### src/rtl/dpca_pkg.sv
`timescale 1ns/1ps
package dpca_pkg;
   typedef enum logic [1:0] {
      OWN_NONE  = 2'd0,
      OWN_LEFT  = 2'd1,
      OWN_RIGHT = 2'd2
   } owner_e;

   localparam int SIDE_L    = 0;
   localparam int SIDE_R    = 1;
   localparam int NUM_SIDES = 2;
endpackage

### src/rtl/dpca_port_track.sv
`timescale 1ns/1ps
module dpca_port_track #(
   parameter int ADDR_W = 11
) (
   input  logic              clk,
   input  logic              rst_n,
   input  logic              ce,
   input  logic [ADDR_W-1:0] addr,
   output logic              fresh
);
   logic              ce_q;
   logic [ADDR_W-1:0] addr_q;

   always_ff @(posedge clk or negedge rst_n) begin
      if (!rst_n) begin
         ce_q   <= 1'b0;
         addr_q <= '0;
      end else begin
         ce_q   <= ce;
         addr_q <= addr;
      end
   end

   // a request is new when it just appeared or moved while enabled
   assign fresh = ce && (!ce_q || (addr != addr_q));

   // a request held unchanged for a cycle is never new
   p_stable_not_fresh_r3: assert property (@(posedge clk) disable iff (!rst_n)
      (ce && $past(ce) && $stable(addr)) |-> !fresh);
endmodule

### src/rtl/dpca_judge.sv
`timescale 1ns/1ps
module dpca_judge
   import dpca_pkg::*;
#(
   parameter int ADDR_W = 11
) (
   input  logic              clk,
   input  logic              rst_n,
   input  logic              l_ce,
   input  logic              r_ce,
   input  logic [ADDR_W-1:0] l_addr,
   input  logic [ADDR_W-1:0] r_addr,
   input  logic              l_fresh,
   input  logic              r_fresh,
   output logic              match,
   output owner_e            win_d,
   output owner_e            win_q
);
   assign match = l_ce && r_ce && (l_addr == r_addr);

   always_comb begin
      if (!match) begin
         win_d = OWN_NONE;
      end else if ((win_q == OWN_NONE) || l_fresh || r_fresh) begin
         // the stable side wins; a tie or no history favours left
         if (l_fresh && !r_fresh) win_d = OWN_RIGHT;
         else                     win_d = OWN_LEFT;
      end else begin
         win_d = win_q;
      end
   end

   always_ff @(posedge clk or negedge rst_n) begin
      if (!rst_n) win_q <= OWN_NONE;
      else        win_q <= win_d;
   end

   // two new colliding requests resolve in favour of the left side
   p_tie_left_r4: assert property (@(posedge clk) disable iff (!rst_n)
      (match && l_fresh && r_fresh) |=> (win_q == OWN_LEFT));

   // an unchanged left owner keeps the location
   p_hold_left_r8: assert property (@(posedge clk) disable iff (!rst_n)
      (match && (win_q == OWN_LEFT) && !l_fresh) |=> (win_q == OWN_LEFT));

   // an unchanged right owner keeps the location
   p_hold_right_r8: assert property (@(posedge clk) disable iff (!rst_n)
      (match && (win_q == OWN_RIGHT) && !r_fresh) |=> (win_q == OWN_RIGHT));
endmodule

### src/rtl/dpca_wgate.sv
`timescale 1ns/1ps
module dpca_wgate (
   input  logic clk,
   input  logic rst_n,
   input  logic slave_mode,
   input  logic ce,
   input  logic we,
   input  logic lose_now,
   input  logic lose_held,
   input  logic busy_in_n,
   output logic wen
);
   logic inhibit;

   assign inhibit = slave_mode ? !busy_in_n : (lose_now || lose_held);
   assign wen     = ce && we && !inhibit;

   // a port that holds the busy decision never writes
   p_busy_no_write_r5: assert property (@(posedge clk) disable iff (!rst_n)
      (!slave_mode && lose_held) |-> !wen);

   // an external busy in slave mode blocks the write
   p_slave_inhibit_r7: assert property (@(posedge clk) disable iff (!rst_n)
      (slave_mode && !busy_in_n) |-> !wen);
endmodule

### src/rtl/dpca_arbiter.sv
`timescale 1ns/1ps
module dpca_arbiter
   import dpca_pkg::*;
#(
   parameter int ADDR_W = 11
) (
   input  logic              clk,
   input  logic              rst_n,
   input  logic              slave_mode,
   input  logic              l_ce,
   input  logic [ADDR_W-1:0] l_addr,
   input  logic              l_we,
   input  logic              r_ce,
   input  logic [ADDR_W-1:0] r_addr,
   input  logic              r_we,
   input  logic              l_busy_in_n,
   input  logic              r_busy_in_n,
   output logic              l_busy_n,
   output logic              r_busy_n,
   output logic              l_wen,
   output logic              r_wen
);
   localparam int ADDR_MAX = 32;

   if ((ADDR_W < 1) || (ADDR_W > ADDR_MAX)) begin : g_bad_width
      $error("dpca_arbiter: ADDR_W must lie in 1..32");
   end

   logic              ce_v    [NUM_SIDES];
   logic              we_v    [NUM_SIDES];
   logic [ADDR_W-1:0] addr_v  [NUM_SIDES];
   logic              bin_v   [NUM_SIDES];
   logic              fresh_v [NUM_SIDES];
   logic              lnow_v  [NUM_SIDES];
   logic              lheld_v [NUM_SIDES];
   logic              wen_v   [NUM_SIDES];
   logic              match;
   owner_e            win_d, win_q;

   assign ce_v[SIDE_L]   = l_ce;
   assign ce_v[SIDE_R]   = r_ce;
   assign we_v[SIDE_L]   = l_we;
   assign we_v[SIDE_R]   = r_we;
   assign addr_v[SIDE_L] = l_addr;
   assign addr_v[SIDE_R] = r_addr;
   assign bin_v[SIDE_L]  = l_busy_in_n;
   assign bin_v[SIDE_R]  = r_busy_in_n;

   // a side loses when the opposite side owns the location
   assign lnow_v[SIDE_L]  = (win_d == OWN_RIGHT);
   assign lnow_v[SIDE_R]  = (win_d == OWN_LEFT);
   assign lheld_v[SIDE_L] = (win_q == OWN_RIGHT);
   assign lheld_v[SIDE_R] = (win_q == OWN_LEFT);

   for (genvar s = 0; s < NUM_SIDES; s++) begin : g_side
      dpca_port_track #(.ADDR_W(ADDR_W)) track_i (
         .clk   (clk),
         .rst_n (rst_n),
         .ce    (ce_v[s]),
         .addr  (addr_v[s]),
         .fresh (fresh_v[s])
      );

      dpca_wgate gate_i (
         .clk        (clk),
         .rst_n      (rst_n),
         .slave_mode (slave_mode),
         .ce         (ce_v[s]),
         .we         (we_v[s]),
         .lose_now   (lnow_v[s]),
         .lose_held  (lheld_v[s]),
         .busy_in_n  (bin_v[s]),
         .wen        (wen_v[s])
      );
   end

   dpca_judge #(.ADDR_W(ADDR_W)) judge_i (
      .clk     (clk),
      .rst_n   (rst_n),
      .l_ce    (l_ce),
      .r_ce    (r_ce),
      .l_addr  (l_addr),
      .r_addr  (r_addr),
      .l_fresh (fresh_v[SIDE_L]),
      .r_fresh (fresh_v[SIDE_R]),
      .match   (match),
      .win_d   (win_d),
      .win_q   (win_q)
   );

   assign l_busy_n = slave_mode || !lheld_v[SIDE_L];
   assign r_busy_n = slave_mode || !lheld_v[SIDE_R];
   assign l_wen    = wen_v[SIDE_L];
   assign r_wen    = wen_v[SIDE_R];

   // both ports are never flagged together
   p_never_both_busy_r4: assert property (@(posedge clk) disable iff (!rst_n)
      !(!l_busy_n && !r_busy_n));

   // no shared enabled location in the last cycle, no busy now
   p_idle_no_busy_r1: assert property (@(posedge clk) disable iff (!rst_n)
      (!slave_mode && $past(!(l_ce && r_ce && (l_addr == r_addr))))
         |-> (l_busy_n && r_busy_n));

   // a slave never drives busy
   p_slave_quiet_r7: assert property (@(posedge clk) disable iff (!rst_n)
      slave_mode |-> (l_busy_n && r_busy_n));
endmodule

### config.mk
export PLATFORM = sky130hd
export DESIGN_NAME = dpca_arbiter
export DESIGN_NICKNAME = d
export VERILOG_FILES = /design/src/rtl/dpca_pkg.sv /design/src/rtl/dpca_port_track.sv /design/src/rtl/dpca_judge.sv /design/src/rtl/dpca_wgate.sv /design/src/rtl/dpca_arbiter.sv
export SDC_FILE = /design/constraint.sdc
export NUM_CORES = 1
export LEC_CHECK = 0
export ABC_CLOCK_PERIOD_IN_PS = 2100
export CAP_MARGIN = 0
export CORE_UTILIZATION = 45
export DETAILED_ROUTE_END_ITERATION = 10
export PLACE_DENSITY = 0.76
export SKIP_CTS_REPAIR_TIMING = 1
export SLEW_MARGIN = 20
export SYNTH_ARGS = -nofsm -noshare
export SYNTH_HDL_FRONTEND = slang
export SYNTH_SLANG_ARGS = --single-unit
### constraint.sdc
create_clock -name clk -period 2.1 [get_ports clk]
set_input_delay 0.42 -clock clk [delete_from_list [all_inputs] [get_ports clk]]
set_output_delay 0.42 -clock clk [all_outputs]
set_load 0.01 [all_outputs]
==> results of run 1 <==
[cells by family after synthesis]
logic type | share of synthesized area, %
flops | 56.22
simple gates | 12.00
compound gates | 6.162
xor+xnor | 24.97
buf+inv | 0.6489
[stage by stage]
| step | setup TNS, ns | instances |
|---|---|---|
| floorplan | 0 | 94 |
| global placement | -1.515 | 173 |
| detailed placement | -1.636 | 173 |
| CTS | -1.647 | 177 |
| global route | -0.7376 | 178 |
| finish | -0.5325 | 178 |
[final timing paths]
path | startpoint | depth (start not counted) | slack [ns] | endpoint
max | r_ce | 7 | -0.32 | l_wen
min | l_addr[7] | 1 | 0.27 | g_side[0].track_i.addr_q[7]$_DFF_PN0_
max reg2reg | g_side[0].track_i.addr_q[9]$_DFF_PN0_ | 7 | 0.56 | judge_i.win_q[1]$_DFF_PN0_
min reg2reg | judge_i.win_q[0]$_DFF_PN0_ | 2 | 0.73 | judge_i.win_q[0]$_DFF_PN0_
max in group asynchronous | rst_n | 2 | 1.42 | g_side[1].track_i.addr_q[0]$_DFF_PN0_
min in group asynchronous | rst_n | 2 | 0.43 | g_side[1].track_i.addr_q[6]$_DFF_PN0_
[sequential cells by signal, indices dropped and copies added (netlist names)]
| signal | count |
|---|---|
| g_side.track_i.addr_q | 22 |
| g_side.track_i.ce_q | 2 |
| judge_i.win_q | 2 |
[where the power goes]
part           switching [mW]  internal, mW
clock                   0.154         0.106
sequential             0.0105         0.524
combinational          0.0912         0.113
[layout make-up]
class                   count  area, sq um  area share, %
clock buffers               4        36.28          2.022
multi-input cells          66        544.3          30.33
repair buffers             50        518.0          28.87
flip-flops and latches     26        650.6          36.26
inverters                   2        7.507         0.4184
well taps                  30        37.54          2.092
[Yosys cell counts]
master                       n  area, sq um
sky130_fd_sc_hd__o211ai_1    1        7.510
sky130_fd_sc_hd__a2bb2oi_1   1        8.760
sky130_fd_sc_hd__nand3_1     3        15.01
sky130_fd_sc_hd__nor4_1      6        37.54
sky130_fd_sc_hd__a211oi_1    1        7.510
sky130_fd_sc_hd__nand4_1     7        43.79
sky130_fd_sc_hd__dfrtp_1    26        650.6
sky130_fd_sc_hd__o31ai_1     1        7.510
sky130_fd_sc_hd__nor3b_1     2        15.01
sky130_fd_sc_hd__o31ai_2     2        25.02
sky130_fd_sc_hd__xnor2_1    22        192.7
sky130_fd_sc_hd__nand2_1     4        15.01
sky130_fd_sc_hd__o21ai_0     2        10.01
sky130_fd_sc_hd__a21oi_1     1        5.000
sky130_fd_sc_hd__inv_1       2        7.510
sky130_fd_sc_hd__and2_1      1        6.260
sky130_fd_sc_hd__xor2_1     11        96.34
sky130_fd_sc_hd__or3_1       1        6.260
[metal layers]
layer	part of all wire (%)	vias up	GRT usage (%)	routed length, microns
li1	-	435	-	-
met1	42	448	29.05	1134
met2	52	21	34.81	1403
met3	2.9	7	2.609	79
met4	2.4	0	9.649	63
met5	0	-	0	0
==> results.py, run 1 <==
metrics = {
    "drt": {
        "route.vias.total": 911,
        "drtIter0Drc": 14,
        "route.detailed.wl_per_inst_microns": 15.06,
        "avgViaCountPerCell": 5.118,
        "detail_route.drc_violations": 0,
        "totalWireLength_microns": 2680,
        "drt_pre_antenna_iters": 4,
        "antenna_violating_nets_post_route": 0,
    },
    "cts": {
        "ctsLongestPathBuffers": 2,
        "root_buffer": "sky130_fd_sc_hd__clkbuf_4",
        "clock_tree_from_tritoncts": "yes",
        "cts-htree-levels": 1,
        "clkSlewWorstSetupHoldPaths_ns": 0.14,
        "cts.sink_count": 26,
        "numCtsBuffers": 3,
        "clk_latency_ns": 0.33,
    },
    "place": {
        "dp_hpwl_microns": 1947,
        "gp_congestion": 0.7962,
        "place.port_buffers": 34,
        "total_cell_area_at_the_placement_stage_sq_um": 1648,
        "dp_slack_ns": -0.7634,
    },
    "sta": {
        "final_hold_viol_count": 0,
        "fmaxAchievable_ghz": 0.4140,
        "hold-worst-slack_ns": 0.2737,
        "setup_repair_after_global_routing_missed_its_margin": "yes",
        "tightestPinTransition_ns": 0.3498,
        "portion_of_the_clock_cycle_consumed_by_the_worst_path_in_the_final_layout_pct": 115.0,
        "final-setup-viol-count": 2,
        "timing.final.max_slew_violations": 0,
        "timing.max_slew.rel_slack_pct": 76.54,
        "finalCriticalPeriod_ns": 2.416,
        "timing.final.ws_setup_ns": -0.3156,
        "skew_ns": 0.004915,
    },
    "floorplan": {
        "io_pins": 35,
        "dieWidth_microns": 52.72,
        "die_area_sq_um": 2779,
        "row_count": 18,
        "chipHeight_microns": 52.72,
        "floorplan.initialDensity_pct": 47.15,
        "core_area_sq_um": 2455,
    },
    "global_routing": {
        "grt_max_degree": 27,
        "grt_antenna_before_repair": 0,
        "grt_pass1_wl_microns": 4236,
        "global_route.overflow_total": 0,
        "grt_pass1_vias": 951,
        "groute.usage.overall_pct": 21.65,
    },
    "critical_path": {
        "critPathSlowestCell": "sky130_fd_sc_hd__clkdlybuf4s50_1",
        "crit_path_cell_trace": "clkdlybuf4s50_1, nand2_1, nor4_2, nand3_1, nor3b_2, o31ai_1, buf_2",
        "setup.worst_path.class": "input pin to output port",
        "cpPeakStageDelay_ns": 0.49,
        "cp_max_fo": 2,
        "cp_num_buf_inv": 2,
        "critPathTopFamily": "simple AND/OR/NAND/NOR gates",
        "critical_path_required_time_ns": 1.68,
        "timing.critical_path.to_type": "output port",
        "data_arrival_at_the_endpoint_of_the_critical_path_ns": 2.00,
        "worst_setup_path_start_kind": "input pin",
    },
    "cells_and_area": {
        "fin_area_sq_um": 1794,
        "most-common-layout-cells": "sky130_fd_sc_hd__dfrtp_1, sky130_fd_sc_hd__dlymetal6s2s_1, sky130_fd_sc_hd__xnor2_1, sky130_fd_sc_hd__buf_4, sky130_fd_sc_hd__xor2_1",
        "final_layout_size_suffix_gt1_share_pct": 20.27,
        "area.growth.synth_to_final_pct": 55.03,
        "n_fill_cell": 175,
        "utilization_pct": 73.09,
        "diodes": 0,
        "commonest_non_fill_non_tap_cell_in_the_layout": "sky130_fd_sc_hd__dfrtp_1",
        "design.final.nets": 180,
    },
    "logic_synthesis": {
        "sequential_to_total_area_share_from_yosys_stat_pct": 56.22,
        "post_synth.cell_area_avg_sq_um": 12.31,
        "ys_ff_latch": 26,
        "synthesis.area_sq_um": 1157,
        "ys_warn_count": 0,
        "netlist-cell-type-count": 18,
        "synthesis.nets": 125,
        "synth_cells": 94,
    },
    "pwr": {
        "leakage_nw": 0.8976,
        "power.total_mw": 0.9988,
        "maximum_resistive_drop_on_vdd_mv": 0.4928,
        "p_per_area_nw_per_um2": 556.7,
    },
    "hold_path": {
        "min_path_type": "input pin to flip-flop",
    },
    "status": {
        "violated_checks": "negative setup slack",
        "run_status": "finished with violations",
    },
    "run": {
        "cap_viol_max_count": 0,
    },
}
Note: power is estimated with default switching activity, not from simulation.
==> run 2, diff against run 1 <==
Settings changed: ABC_CLOCK_PERIOD_IN_PS 2100 to 2300.
Clock period 2.1 ns to 2.3 ns, I/O delays scaled along.
==> results.py, run 2 (same netlist as run 1, synthesis figures left out) <==
metrics = {
    "cells_and_area": {
        "layout.area.seq_sq_um": 650.6,
        "utilization_pct": 72.73,
        "multi_input_area_sq_um": 538.0,
        "n_fill_cell": 179,
        "layout_top_registers": "g_side.track_i.addr_q x22, g_side.track_i.ce_q x2, judge_i.win_q x2",
        "design.final.nets": 181,
        "diodes": 0,
        "regMostFlops": "g_side.track_i.addr_q",
        "largest_register_ff_count": 22,
        "most-common-layout-cells": "sky130_fd_sc_hd__dfrtp_1, sky130_fd_sc_hd__dlymetal6s2s_1, sky130_fd_sc_hd__xnor2_1, sky130_fd_sc_hd__buf_4, sky130_fd_sc_hd__xor2_1",
        "final_layout_size_suffix_gt1_share_pct": 21.48,
        "area.growth.synth_to_final_pct": 54.27,
        "commonest_non_fill_non_tap_cell_in_the_layout": "sky130_fd_sc_hd__dfrtp_1",
    },
    "drt": {
        "drtIter0Drc": 5,
        "route.vias.total": 930,
        "detail_route.drc_violations": 0,
        "antenna_violating_nets_post_route": 0,
        "drt_pre_antenna_iters": 4,
        "totalWireLength_microns": 2667,
        "avgViaCountPerCell": 5.196,
        "route.detailed.wl_per_inst_microns": 14.90,
    },
    "sta": {
        "fmaxAchievable_ghz": 0.4206,
        "timing.max_slew.rel_slack_pct": 72.06,
        "timing.final.ws_setup_ns": -0.07759,
        "finalCriticalPeriod_ns": 2.378,
        "portion_of_the_clock_cycle_consumed_by_the_worst_path_in_the_final_layout_pct": 103.4,
        "hold-worst-slack_ns": 0.3130,
        "final_hold_viol_count": 0,
        "setup_repair_after_global_routing_missed_its_margin": "yes",
        "final-setup-viol-count": 2,
        "tightestPinTransition_ns": 0.4166,
        "timing.final.max_slew_violations": 0,
        "skew_ns": 0.003388,
        "setup_tns_ns": -0.1254,
    },
    "floorplan": {
        "io_pins": 35,
        "row_count": 18,
        "floorplan.initialDensity_pct": 47.15,
        "die_area_sq_um": 2779,
        "chipHeight_microns": 52.72,
        "dieWidth_microns": 52.72,
        "core_area_sq_um": 2455,
    },
    "cts": {
        "ctsLongestPathBuffers": 2,
        "root_buffer": "sky130_fd_sc_hd__clkbuf_4",
        "clk_latency_ns": 0.33,
        "clock_tree_from_tritoncts": "yes",
        "cts.sink_count": 26,
        "cts-htree-levels": 1,
        "numCtsBuffers": 3,
        "clkSlewWorstSetupHoldPaths_ns": 0.14,
    },
    "place": {
        "dp_slack_ns": -0.6278,
        "dp_hpwl_microns": 1973,
        "gp_congestion": 0.7963,
        "place.port_buffers": 34,
    },
    "status": {
        "violated_checks": "negative setup slack",
        "run_status": "finished with violations",
    },
    "critical_path": {
        "critical_path_required_time_ns": 1.84,
        "data_arrival_at_the_endpoint_of_the_critical_path_ns": 1.92,
        "crit_path_cell_trace": "clkdlybuf4s50_1, buf_4, nand2_1, a211oi_1, nand2_1, o21ai_2, buf_2",
        "reg2regPathDepth": 6,
        "worst_setup_path_start_kind": "input pin",
        "most_frequent_cell_on_critical_path": "sky130_fd_sc_hd__nand2_1",
        "reg2reg_setup_slack_ns": 0.69,
        "critPathSlowestCell": "sky130_fd_sc_hd__clkdlybuf4s50_1",
        "reg2reg_from": "g_side[1].track_i.addr_q[8]$_DFF_PN0_",
        "worstReg2RegEnd": "judge_i.win_q[1]$_DFF_PN0_",
        "worstSetupEndpoint": "r_wen",
        "cp_max_fo": 3,
        "crit_start": "r_ce",
        "setup.worst_path.class": "input pin to output port",
        "timing.critical_path.to_type": "output port",
        "cpPeakStageDelay_ns": 0.48,
    },
    "global_routing": {
        "grt_pass1_wl_microns": 4071,
        "groute.usage.overall_pct": 21.45,
        "grt_pass1_vias": 902,
        "grt_antenna_before_repair": 0,
        "grt_max_degree": 27,
        "global_route.overflow_total": 0,
    },
    "hold_path": {
        "min_path_type": "input pin to flip-flop",
    },
    "pwr": {
        "maximum_resistive_drop_on_vdd_mv": 0.4946,
        "leakage_nw": 0.8967,
        "p_per_area_nw_per_um2": 510.0,
    },
    "run": {
        "cap_viol_max_count": 0,
    },
}
[run 2: through the flow]
stage                     cells  instance area [sq um]  total power [mW]
after floorplan              94                   1157            0.5616
after global placement      173                   1648            0.6741
after detailed placement    173                   1648            0.6781
after CTS                   177                   1684            0.9125
after global routing        179                   1785            0.9471
final                       179                   1785            0.9106
[run 2: per-layer routing]
layer / wire length (microns) / GRT usage [%] / share of wire [%]
met5: 0 / 0 / 0
met3: 103 / 2.609 / 3.9
met1: 1167 / 30.11 / 44
met2: 1338 / 32.49 / 50
met4: 59 / 10.53 / 2.2
[run 2: final cells by class]
| cell class | instances | area share (%) |
|---|---|---|
| timing repair buffer | 51 | 28.87 |
| tap | 30 | 2.102 |
| inverter | 2 | 0.4205 |
| sequential | 26 | 36.44 |
| multi-input combinational | 66 | 30.13 |
| clock buffer | 4 | 2.032 |
[run 2: report_power, final]
group | switching (mW) | internal, mW | total, mW
clock network | 0.142 | 0.0972 | 0.239
registers | 0.0101 | 0.478 | 0.488
logic | 0.0802 | 0.103 | 0.183
[run 2: how the worst min path moves through the flow]
stage / to / cells past startpoint / slack (ns) / start
finish: g_side[0].track_i.addr_q[7]$_DFF_PN0_ / 1 / 0.31 / l_addr[7]
global route: g_side[0].track_i.addr_q[7]$_DFF_PN0_ / 1 / 0.31 / l_addr[7]
CTS: g_side[1].track_i.addr_q[6]$_DFF_PN0_ / 2 / 0.48 / rst_n
detailed placement: judge_i.win_q[0]$_DFF_PN0_ / 2 / 0.69 / judge_i.win_q[0]$_DFF_PN0_
global placement: judge_i.win_q[0]$_DFF_PN0_ / 3 / 0.67 / judge_i.win_q[1]$_DFF_PN0_
floorplan: g_side[0].track_i.addr_q[0]$_DFF_PN0_ / 0 / 0.16 / rst_n
[run 2: critical path: cells and delay by family]
family | cells | cell delay (ns)
compound gates | 2 | 0.50
buf+inv | 3 | 0.75
simple gates | 2 | 0.20
